`config.mk`:
```
export PLATFORM = sky130hd
export DESIGN_NAME = i2c_reg_slave
export DESIGN_NICKNAME = d
export VERILOG_FILES = /design/src/rtl/i2c_slave_pkg.sv /design/src/rtl/i2c_bus_sync.sv /design/src/rtl/i2c_slave_dp.sv /design/src/rtl/i2c_slave_ctrl.sv /design/src/rtl/i2c_reg_slave.sv
export SDC_FILE = /design/constraint.sdc
export NUM_CORES = 1
export LEC_CHECK = 0
export ABC_AREA = 1
export BUFFER_PORTS_ARGS = -buffer_cell sky130_fd_sc_hd__buf_2
export CAP_MARGIN = 20
export CORE_MARGIN = 3
export CORE_UTILIZATION = 50
export DETAILED_ROUTE_END_ITERATION = 7
export PLACE_DENSITY_LB_ADDON = 0.05
export SLEW_MARGIN = 25
export SYNTH_ARGS = -nofsm -noshare
export SYNTH_HDL_FRONTEND = slang
export SYNTH_SLANG_ARGS = --single-unit
export TNS_END_PERCENT = 5
```
`constraint.sdc`:
```
create_clock -name clk -period 1.57 [get_ports clk]
set_input_delay 0.2355 -clock clk [delete_from_list [all_inputs] [get_ports clk]]
set_output_delay 0.2355 -clock clk [all_outputs]
set_load 0.01 [all_outputs]
```
`src/rtl/i2c_slave_pkg.sv`:
```
package i2c_slave_pkg;

  typedef enum logic [3:0] {
    ST_IDLE,
    ST_ADDR,
    ST_ADDR_ACK,
    ST_WR,
    ST_WR_ACK,
    ST_STRETCH,
    ST_RD,
    ST_RD_ACK,
    ST_WAIT,
    ST_SKIP
  } slvState_t;

  // strobes from control to datapath
  typedef struct packed {
    logic cntClr;
    logic cntInc;
    logic rxShift;
    logic txLoad;
    logic txShift;
    logic store;
  } dpCtl_t;

endpackage

```
`src/rtl/i2c_bus_sync.sv`:
```
module i2c_bus_sync #(
  parameter int STAGES = 2
) (
  input  logic clk,
  input  logic rstN,
  input  logic sclIn,
  input  logic sdaIn,
  output logic sdaBit,
  output logic sclRise,
  output logic sclFall,
  output logic startCond,
  output logic stopCond
);

  logic [STAGES-1:0] sclPipe, sdaPipe;
  logic sclDly, sdaDly;
  logic sclNow, sdaNow;

  // idle bus is high, so reset to ones to avoid a false condition
  always_ff @(posedge clk or negedge rstN) begin
    if (!rstN) begin
      sclPipe <= '1;
      sdaPipe <= '1;
      sclDly  <= 1'b1;
      sdaDly  <= 1'b1;
    end else begin
      sclPipe <= {sclPipe[STAGES-2:0], sclIn};
      sdaPipe <= {sdaPipe[STAGES-2:0], sdaIn};
      sclDly  <= sclPipe[STAGES-1];
      sdaDly  <= sdaPipe[STAGES-1];
    end
  end

  assign sclNow    = sclPipe[STAGES-1];
  assign sdaNow    = sdaPipe[STAGES-1];
  assign sdaBit    = sdaNow;
  assign sclRise   = sclNow & ~sclDly;
  assign sclFall   = ~sclNow & sclDly;
  assign startCond = sclNow & sclDly & sdaDly & ~sdaNow;
  assign stopCond  = sclNow & sclDly & ~sdaDly & sdaNow;

endmodule

```
`src/rtl/i2c_slave_dp.sv`:
```
module i2c_slave_dp import i2c_slave_pkg::*; #(
  parameter int W  = 8,
  localparam int CW = $clog2(W + 1)
) (
  input  logic          clk,
  input  logic          rstN,
  input  dpCtl_t        ctl,
  input  logic          sdaBit,
  input  logic          locWe,
  input  logic [W-1:0]  locData,
  output logic [W-1:0]  shiftReg,
  output logic [CW-1:0] bitCnt,
  output logic [W-1:0]  dataReg
);

  always_ff @(posedge clk or negedge rstN) begin
    if (!rstN) begin
      shiftReg <= '0;
    end else if (ctl.txLoad) begin
      shiftReg <= dataReg;
    end else if (ctl.rxShift) begin
      shiftReg <= {shiftReg[W-2:0], sdaBit};
    end else if (ctl.txShift) begin
      shiftReg <= {shiftReg[W-2:0], 1'b0};
    end
  end

  always_ff @(posedge clk or negedge rstN) begin
    if (!rstN) begin
      bitCnt <= '0;
    end else if (ctl.cntClr) begin
      bitCnt <= '0;
    end else if (ctl.cntInc) begin
      bitCnt <= bitCnt + 1'b1;
    end
  end

  // bus store wins over a simultaneous local write
  always_ff @(posedge clk or negedge rstN) begin
    if (!rstN) begin
      dataReg <= '0;
    end else if (ctl.store) begin
      dataReg <= shiftReg;
    end else if (locWe) begin
      dataReg <= locData;
    end
  end

endmodule

```
`src/rtl/i2c_slave_ctrl.sv`:
```
module i2c_slave_ctrl import i2c_slave_pkg::*; #(
  parameter int          AW       = 7,
  parameter logic [AW-1:0] DEV_ADDR = 7'h50,
  localparam int         W        = AW + 1,
  localparam int         CW       = $clog2(W + 1)
) (
  input  logic          clk,
  input  logic          rstN,
  input  logic          sclRise,
  input  logic          sclFall,
  input  logic          startCond,
  input  logic          stopCond,
  input  logic          sdaBit,
  input  logic          hold,
  input  logic [AW-1:0] addrMask,
  input  logic [W-1:0]  shiftReg,
  input  logic [CW-1:0] bitCnt,
  output dpCtl_t        ctl,
  output logic          sdaOe,
  output logic          sclOe,
  output logic          wrStrobe,
  output logic          rdStrobe
);

  slvState_t state, nextState;
  logic ackSeen, nextAck, nextWr, nextRd;
  logic addrHit, byteDone, lastTxBit;

  assign addrHit   = (((shiftReg[W-1 -: AW]) ^ DEV_ADDR) & addrMask) == '0;
  assign byteDone  = (bitCnt == CW'(W));
  assign lastTxBit = (bitCnt == CW'(W - 1));

  always_comb begin
    nextState = state;
    nextAck   = ackSeen;
    nextWr    = 1'b0;
    nextRd    = 1'b0;
    ctl       = '0;
    if (startCond) begin
      nextState  = ST_ADDR;
      ctl.cntClr = 1'b1;
    end else if (stopCond) begin
      nextState = ST_IDLE;
    end else begin
      case (state)
        ST_ADDR, ST_WR: begin
          if (sclRise && !byteDone) begin
            ctl.rxShift = 1'b1;
            ctl.cntInc  = 1'b1;
          end else if (sclFall && byteDone) begin
            if (state == ST_WR)  nextState = ST_WR_ACK;
            else if (addrHit)    nextState = ST_ADDR_ACK;
            else                 nextState = ST_SKIP;
          end
        end
        ST_ADDR_ACK: begin
          if (sclFall) begin
            ctl.cntClr = 1'b1;
            if (shiftReg[0]) begin
              nextState  = ST_RD;
              ctl.txLoad = 1'b1;
              nextRd     = 1'b1;
            end else begin
              nextState = ST_WR;
            end
          end
        end
        ST_WR_ACK: begin
          if (sclFall) begin
            ctl.store  = 1'b1;
            ctl.cntClr = 1'b1;
            nextWr     = 1'b1;
            nextState  = hold ? ST_STRETCH : ST_WR;
          end
        end
        ST_STRETCH: begin
          if (!hold) nextState = ST_WR;
        end
        ST_RD: begin
          if (sclFall) begin
            if (lastTxBit) begin
              nextState = ST_RD_ACK;
            end else begin
              ctl.txShift = 1'b1;
              ctl.cntInc  = 1'b1;
            end
          end
        end
        ST_RD_ACK: begin
          if (sclRise) begin
            nextAck = ~sdaBit;
          end else if (sclFall) begin
            if (ackSeen) begin
              nextState  = ST_RD;
              ctl.txLoad = 1'b1;
              ctl.cntClr = 1'b1;
              nextRd     = 1'b1;
            end else begin
              nextState = ST_WAIT;
            end
          end
        end
        ST_SKIP: begin
          // eight data falls plus the acknowledge fall per skipped byte
          if (sclFall) begin
            if (byteDone) ctl.cntClr = 1'b1;
            else          ctl.cntInc = 1'b1;
          end
        end
        default: ;
      endcase
    end
  end

  always_ff @(posedge clk or negedge rstN) begin
    if (!rstN) begin
      state    <= ST_IDLE;
      ackSeen  <= 1'b0;
      wrStrobe <= 1'b0;
      rdStrobe <= 1'b0;
    end else begin
      state    <= nextState;
      ackSeen  <= nextAck;
      wrStrobe <= nextWr;
      rdStrobe <= nextRd;
    end
  end

  always_comb begin
    case (state)
      ST_ADDR_ACK, ST_WR_ACK: sdaOe = 1'b1;
      ST_RD:                  sdaOe = ~shiftReg[W-1];
      default:                sdaOe = 1'b0;
    endcase
  end

  assign sclOe = (state == ST_STRETCH);

endmodule

```
`src/rtl/i2c_reg_slave.sv`:
```
module i2c_reg_slave import i2c_slave_pkg::*; #(
  parameter int              ADDR_W      = 7,
  parameter logic [ADDR_W-1:0] DEV_ADDR  = 7'h50,
  parameter int              SYNC_STAGES = 2
) (
  input  logic              clk,
  input  logic              rstN,
  input  logic              sclIn,
  input  logic              sdaIn,
  input  logic [ADDR_W-1:0] addrMask,
  input  logic              hold,
  input  logic              locWe,
  input  logic [ADDR_W:0]   locData,
  output logic              sdaOe,
  output logic              sclOe,
  output logic              wrStrobe,
  output logic [ADDR_W:0]   wrData,
  output logic              rdStrobe
);

  localparam int W  = ADDR_W + 1;
  localparam int CW = $clog2(W + 1);

  logic sdaBit, sclRise, sclFall, startCond, stopCond;
  logic [W-1:0]  shiftReg;
  logic [CW-1:0] bitCnt;
  dpCtl_t ctl;

  i2c_bus_sync #(.STAGES(SYNC_STAGES)) u_sync (
    .clk(clk), .rstN(rstN), .sclIn(sclIn), .sdaIn(sdaIn),
    .sdaBit(sdaBit), .sclRise(sclRise), .sclFall(sclFall),
    .startCond(startCond), .stopCond(stopCond)
  );

  i2c_slave_ctrl #(.AW(ADDR_W), .DEV_ADDR(DEV_ADDR)) u_ctrl (
    .clk(clk), .rstN(rstN), .sclRise(sclRise), .sclFall(sclFall),
    .startCond(startCond), .stopCond(stopCond), .sdaBit(sdaBit),
    .hold(hold), .addrMask(addrMask), .shiftReg(shiftReg),
    .bitCnt(bitCnt), .ctl(ctl), .sdaOe(sdaOe), .sclOe(sclOe),
    .wrStrobe(wrStrobe), .rdStrobe(rdStrobe)
  );

  i2c_slave_dp #(.W(W)) u_dp (
    .clk(clk), .rstN(rstN), .ctl(ctl), .sdaBit(sdaBit),
    .locWe(locWe), .locData(locData), .shiftReg(shiftReg),
    .bitCnt(bitCnt), .dataReg(wrData)
  );

endmodule

```
==> results.toml, run 1 <==
[worst_setup_path]
path_max_fanout = 5
r2r_start = "u_ctrl.state[2]"
critPathSlowestCell = "dfrtp_2"
critPathMostFrequentCell = "buf_6"
worstPathArrival_ns = 1.39
critical_path_class = "reg2out"
critPathLaunch = "u_ctrl.state[3]"
regToRegSetupSlack_ns = 0
timing.critical_path.buf_inv = 2
endpoint_kind = "output port"
path_cells = "nor2_4, nand2_2, buf_6, a31oi_4, buf_6"
cp_top_family = "flip-flops"
cp-start-kind = "flip-flop"
cp.required_ns = 1.33
max_stage_delay_ns = 0.48

[job]
maxCapViolations = 0

[final_layout]
n_antenna_cell = 0
final_cell_count_no_fill = 374
area_growth_pct = 33.1
final_cell_mix = "nand2_1, nand3_1, buf_2"
num-nets-final = 348
layout_commonest_cell = "nand2_1"
drive_above_1_share_pct = 38.7
fillers = 308

[drt]
drt_iter0_drc = 145
ant_nets = 0
drc = 0
vias_per_cell = 5.16
drt_pre_antenna_iters = 5
vias = 1930
drt_wl_total_mm = 4.84
wl_per_cell_um = 13.0

[global_route]
grt_pass1_vias = 1797
grt-ovfl-total = 0
grt_antenna_before_repair = 0
grt_start_max_net_pins = 34
track_usage_pct = 23.2
grt_pass1_wl_mm = 8.11

[cts]
root_buffer = "clkbuf_8"
cts_tree = "yes"
clkLatencyLatePin_ns = 0.29
cts_buffers = 5
cts_sinks = 33
htree_levels = 2
clk_path_buf_depth = 2
clk_pin_slew_ns = 0.07

[logic_synthesis]
synth_area_leaders = "dfrtp_1, nand2_1, nand3_1"
synth_compound_area_share_pct = 10.2
yosysUniqueCellTypes = 28
syn-num-nets = 287
synth.top_cell.area_share_pct = 34.1
synth_fa_ha_area_share_pct = 1.26
syn_inst = 264
ys_warn_count = 0
yosysSeqAreaShare_pct = 42.0
postSynthAreaPerCell_um2 = 7.51
synth_xor_area_share_pct = 0
syn_area_um2 = 1980
synth_top_family_by_area = "simple AND/OR/NAND/NOR gates"
synth-simple-area-share_pct = 38.6
muxShareOfSynthArea_pct = 0
ys_ff_latch = 33
synth_area_leader_cell = "dfrtp_1"

[timing]
setup_ws_ns = -0.0576
drv_slew = 0
fin_crit_ns = 1.63
hold_viol = 0
max_slew.worst_pin.slew_ns = 0.419
finClkSkew_ns = 0.00447
fin_crit_sh_pct = 104
max_freq_mhz = 614
relSlewSlack_pct = 72.1
setup_viol = 1
rsz0062_at_grt = "true"

[floorplan]
rows = 22
core_um2 = 3740
initial_core_util_pct = 52.9
dieArea_um2 = 4760
die_h_um = 69.0
ioPinCount = 33
die_x_um = 69.0

[placed_design]
dpl_worst_slack_ns = -0.0383
dp_hpwl_mm = 3.43
gp_congestion = 0.981
dp_cells = 353
portBuffers = 32

[pwr]
leakage_nw = 1.38
powerDensity_nw_per_um2 = 1440
p_total_w = 0.00380
ir_worst_vdd_mv = 0.715

[hold_path]
hp-class = "in2reg"
hold_start = "sclIn"

[outcome]
failed_checks = "negative setup slack"
outcome = "complete, but fails checks"
[cells by family after synthesis]
kind of cell	count (synthesis)
AND/OR/NAND/NOR	161
AO/OA/AOI/OAI	34
buffers and inverters	34
flip-flops	33
adder cells (fa/ha/maj)	2
[final cells by class]
cell class	instances	area, um^2	share of cell area [%]
flip-flops and latches	33	838	31.8
clock inverters	1	30.0	1.14
repair buffers	59	392	14.8
multi-input cells	197	1110	42.2
inverters	29	119	4.51
clock buffers	7	86.3	3.27
well taps	48	60.1	2.28
[layer usage]
layer	wire length, um	GRT usage [%]
met4	102	9.73
met3	233	4.86
met5	0	0
met1	2110	29.3
met2	2400	38.2
[flip-flops by register name (all words and copies together) (netlist names)]
signal           flops
u_dp.dataReg         8
u_dp.shiftReg        8
u_ctrl.state         4
u_dp.bitCnt          4
u_sync.sclPipe       2
u_sync.sdaPipe       2
u_ctrl.ackSeen       1
u_ctrl.rdStrobe      1
u_ctrl.wrStrobe      1
u_sync.sclDly        1
u_sync.sdaDly        1
[worst paths after layout]
path                       cells after the start                 to
min                                            1  u_sync.sclPipe[0]
max in group asynchronous                      3  u_sync.sclPipe[1]
max reg2reg                                    9    u_ctrl.state[3]
min reg2reg                                    0  u_sync.sclPipe[1]
max                                            5              sdaOe
min in group asynchronous                      3     u_dp.bitCnt[0]
[synth_stat cells]
master	count
buf_6	1
nor3_1	2
dfstp_2	6
o211ai_1	4
a21oi_1	16
nand2_4	3
nand3_2	3
o21ai_1	8
ha_1	2
buf_4	2
inv_2	9
nor2_1	23
nand4_1	2
a31oi_1	2
nand2_2	4
o211ai_2	2
nor2_4	2
inv_4	1
nor2_8	1
a21oi_2	1
o21ai_0	1
buf_8	1
nand2_1	75
nor2_2	11
inv_1	19
dfrtp_1	27
buf_1	1
nand3_1	35
[stage by stage]
step / area, um^2 / hold WS (ns) / setup TNS, ns / utilization, %
floorplan: 1980 / -0.0601 / 0 / -
global placement: 2270 / 0.284 / 0 / 60.8
detailed placement: 2270 / 0.280 / -0.127 / 60.8
CTS: 2520 / 0.0338 / -0.0786 / 67.3
global route: 2640 / 0.0282 / -0.811 / 70.5
finish: 2640 / 0.0438 / -0.0576 / 70.5
[report_power, final]
part / internal [W] / leakage (nW) / switching (W) / total (W)
Clock: 0.000517 / 0.0585 / 0.000317 / 0.000835
Combinational: 0.000706 / 0.914 / 0.000940 / 0.00165
Sequential: 0.00106 / 0.407 / 0.000263 / 0.00132
Total: 0.00228 / 1.38 / 0.00152 / 0.00380
[what timing repair did]
action | 4_1_cts | 5_1_grt
setup buffers | 10 | 2
pin swaps | 5 | 4
hold endpoints to repair | 27 | 0
gates cloned | 0 | 0
gates resized for setup | 13 | 24
hold buffers | 1 | 0
setup endpoints to repair | 15 | 24
[worst register-to-register path, stage by stage (launching register included)]
cell	delay [ns]
dfrtp_2	0.45
buf_6	0.14
o211ai_1	0.16
buf_4	0.16
buf_4	0.12
nor2_1	0.04
nor2_1	0.13
nand3_2	0.13
nand2_1	0.08
nand2_1	0.05
No activity file was read; power rests on OpenSTA's default activity.
==> run 2: changes to the inputs <==
- SETUP_SLACK_MARGIN: default -> 0.02
==> results.toml, run 2 (synthesis gave the netlist of run 1 again) <==
[final_layout]
num-nets-final = 347
drive_above_1_share_pct = 38.2
final_area_um2 = 2610
layout_commonest_cell = "nand2_1"
reg_top3 = "u_dp.dataReg: 8 flops, u_dp.shiftReg: 8 flops"
final_cell_mix = "nand2_1, nand3_1, buf_2"
area_growth_pct = 31.6
n_antenna_cell = 0

[drt]
vias = 1932
drt_pre_antenna_iters = 4
wl_per_cell_um = 12.9
drt_iter0_drc = 110
drt_wl_total_mm = 4.81
ant_nets = 0
drc = 0
vias_per_cell = 5.18

[pwr]
p_total_w = 0.00380
swShare_pct = 39.9
pwr-share-clk_pct = 22.0
p_int_w = 0.00228
leakage_nw = 1.35
pwr-share-comb_pct = 43.4
ir_worst_vdd_mv = 0.717
seq_power_share_pct = 34.7
power.switching_w = 0.00152
powerDensity_nw_per_um2 = 1460

[hold_path]
hp-class = "in2reg"
min_path_cells = 1
min_to = "u_sync.sclPipe[0]"
hold_start = "sclIn"

[cts]
clkLatencyLatePin_ns = 0.29
cts_tree = "yes"
cts_buffers = 5
htree_levels = 2
clk_path_buf_depth = 2
root_buffer = "clkbuf_8"
cts_sinks = 33
clk_pin_slew_ns = 0.07

[floorplan]
dieArea_um2 = 4760
initial_core_util_pct = 52.9
die_h_um = 69.0
die_x_um = 69.0
rows = 22
core_um2 = 3740
ioPinCount = 33

[timing]
drv_slew = 0
rsz0062_at_grt = "true"
finClkSkew_ns = 0.00583
setup_ws_ns = -0.0539
hold_viol = 0
fin_crit_ns = 1.62
setup_viol = 1
fin_crit_sh_pct = 103
max_slew.worst_pin.slew_ns = 0.432
relSlewSlack_pct = 71.2
max_freq_mhz = 616

[global_route]
grt_start_max_net_pins = 34
grt_pass1_vias = 1801
grt_pass1_wl_mm = 8.10
grt-ovfl-total = 0
grt_antenna_before_repair = 0
track_usage_pct = 23.2

[worst_setup_path]
rr_worst_depth = 10
endpoint_kind = "output port"
regToRegSetupSlack_ns = 0.03
path_max_fanout = 5
r2r_end = "u_ctrl.state[0]"
cp-start-kind = "flip-flop"
r2r_start = "u_ctrl.state[2]"
worstPathArrival_ns = 1.39
critical_path_class = "reg2out"
cp.required_ns = 1.33

[outcome]
outcome = "complete, but fails checks"
failed_checks = "negative setup slack"

[placed_design]
gp_congestion = 0.981
portBuffers = 32
dp_hpwl_mm = 3.43
placed_cell_area_um2 = 2270

[job]
maxCapViolations = 0
## run 2: repair_timing
| action | 4_1_cts | 5_1_grt |
|---|---|---|
| gates resized for setup | 14 | 19 |
| setup buffers | 10 | 1 |
| pin swaps | 11 | 5 |
| endpoints found under the hold margin | 27 | 0 |
| hold buffers | 1 | 0 |
| setup endpoints to repair | 15 | 26 |
## run 2: critical path, cell delays in order (launching register included)
cell,delay [ns]
dfrtp_2,0.48
nor2_4,0.13
nand2_2,0.08
buf_6,0.12
a31oi_4,0.17
buf_6,0.12
## run 2: worst max-delay path by stage
stage	from	end	slack, ns	depth (start not counted)
4_1_cts	u_ctrl.state[0]	sdaOe	-0.07	5
3_3_place_gp	u_ctrl.state[0]	u_dp.shiftReg[2]	0.01	9
2_1_floorplan	u_sync.sdaPipe[1]	u_ctrl.state[0]	0.05	9
6_report	u_ctrl.state[3]	sdaOe	-0.05	5
5_1_grt	u_ctrl.state[3]	sdaOe	-0.12	5
3_5_place_dp	u_ctrl.state[0]	u_dp.bitCnt[3]	-0.04	7
## run 2: final cells by class
type                    instances  area, um^2
well taps                      48        60.1
clock buffers                   7        86.3
inverters                      29         119
repair buffers                 58         388
clock inverters                 1        30.0
fillers                       316        1140
flip-flops and latches         33         838
multi-input cells             197        1090
## run 2: stage by stage
stage                     hold slack (ns)  setup TNS (ns)  instances  setup slack [ns]  util (%)
after global placement              0.284               0        353           0.00971      60.8
after global routing               0.0282           -1.08        373            -0.116      69.7
after floorplan                   -0.0601               0        264            0.0546         -
final                              0.0479         -0.0539        373           -0.0539      69.7
after CTS                          0.0338         -0.0786        372           -0.0676      67.4
after detailed placement            0.280          -0.127        353           -0.0383      60.8
## run 2: metal layers
| layer | track usage [%] | wire length (um) | vias to the layer above |
|---|---|---|---|
| met2 | 38.5 | 2340 | 59 |
| met4 | 9.73 | 83 | 0 |
| met5 | 0 | 0 | - |
| met3 | 4.86 | 226 | 11 |
| met1 | 29.1 | 2160 | 888 |
| li1 | - | - | 974 |
## run 2: power by group through the flow
stage	clock network [W]	registers, W	logic, W
after global routing	0.000898	0.00135	0.00185
after global placement	0	0.00131	0.00128
after CTS	0.000849	0.00130	0.00154
final	0.000835	0.00132	0.00165
after floorplan	0	0.00121	0.000979
after detailed placement	0	0.00131	0.00130
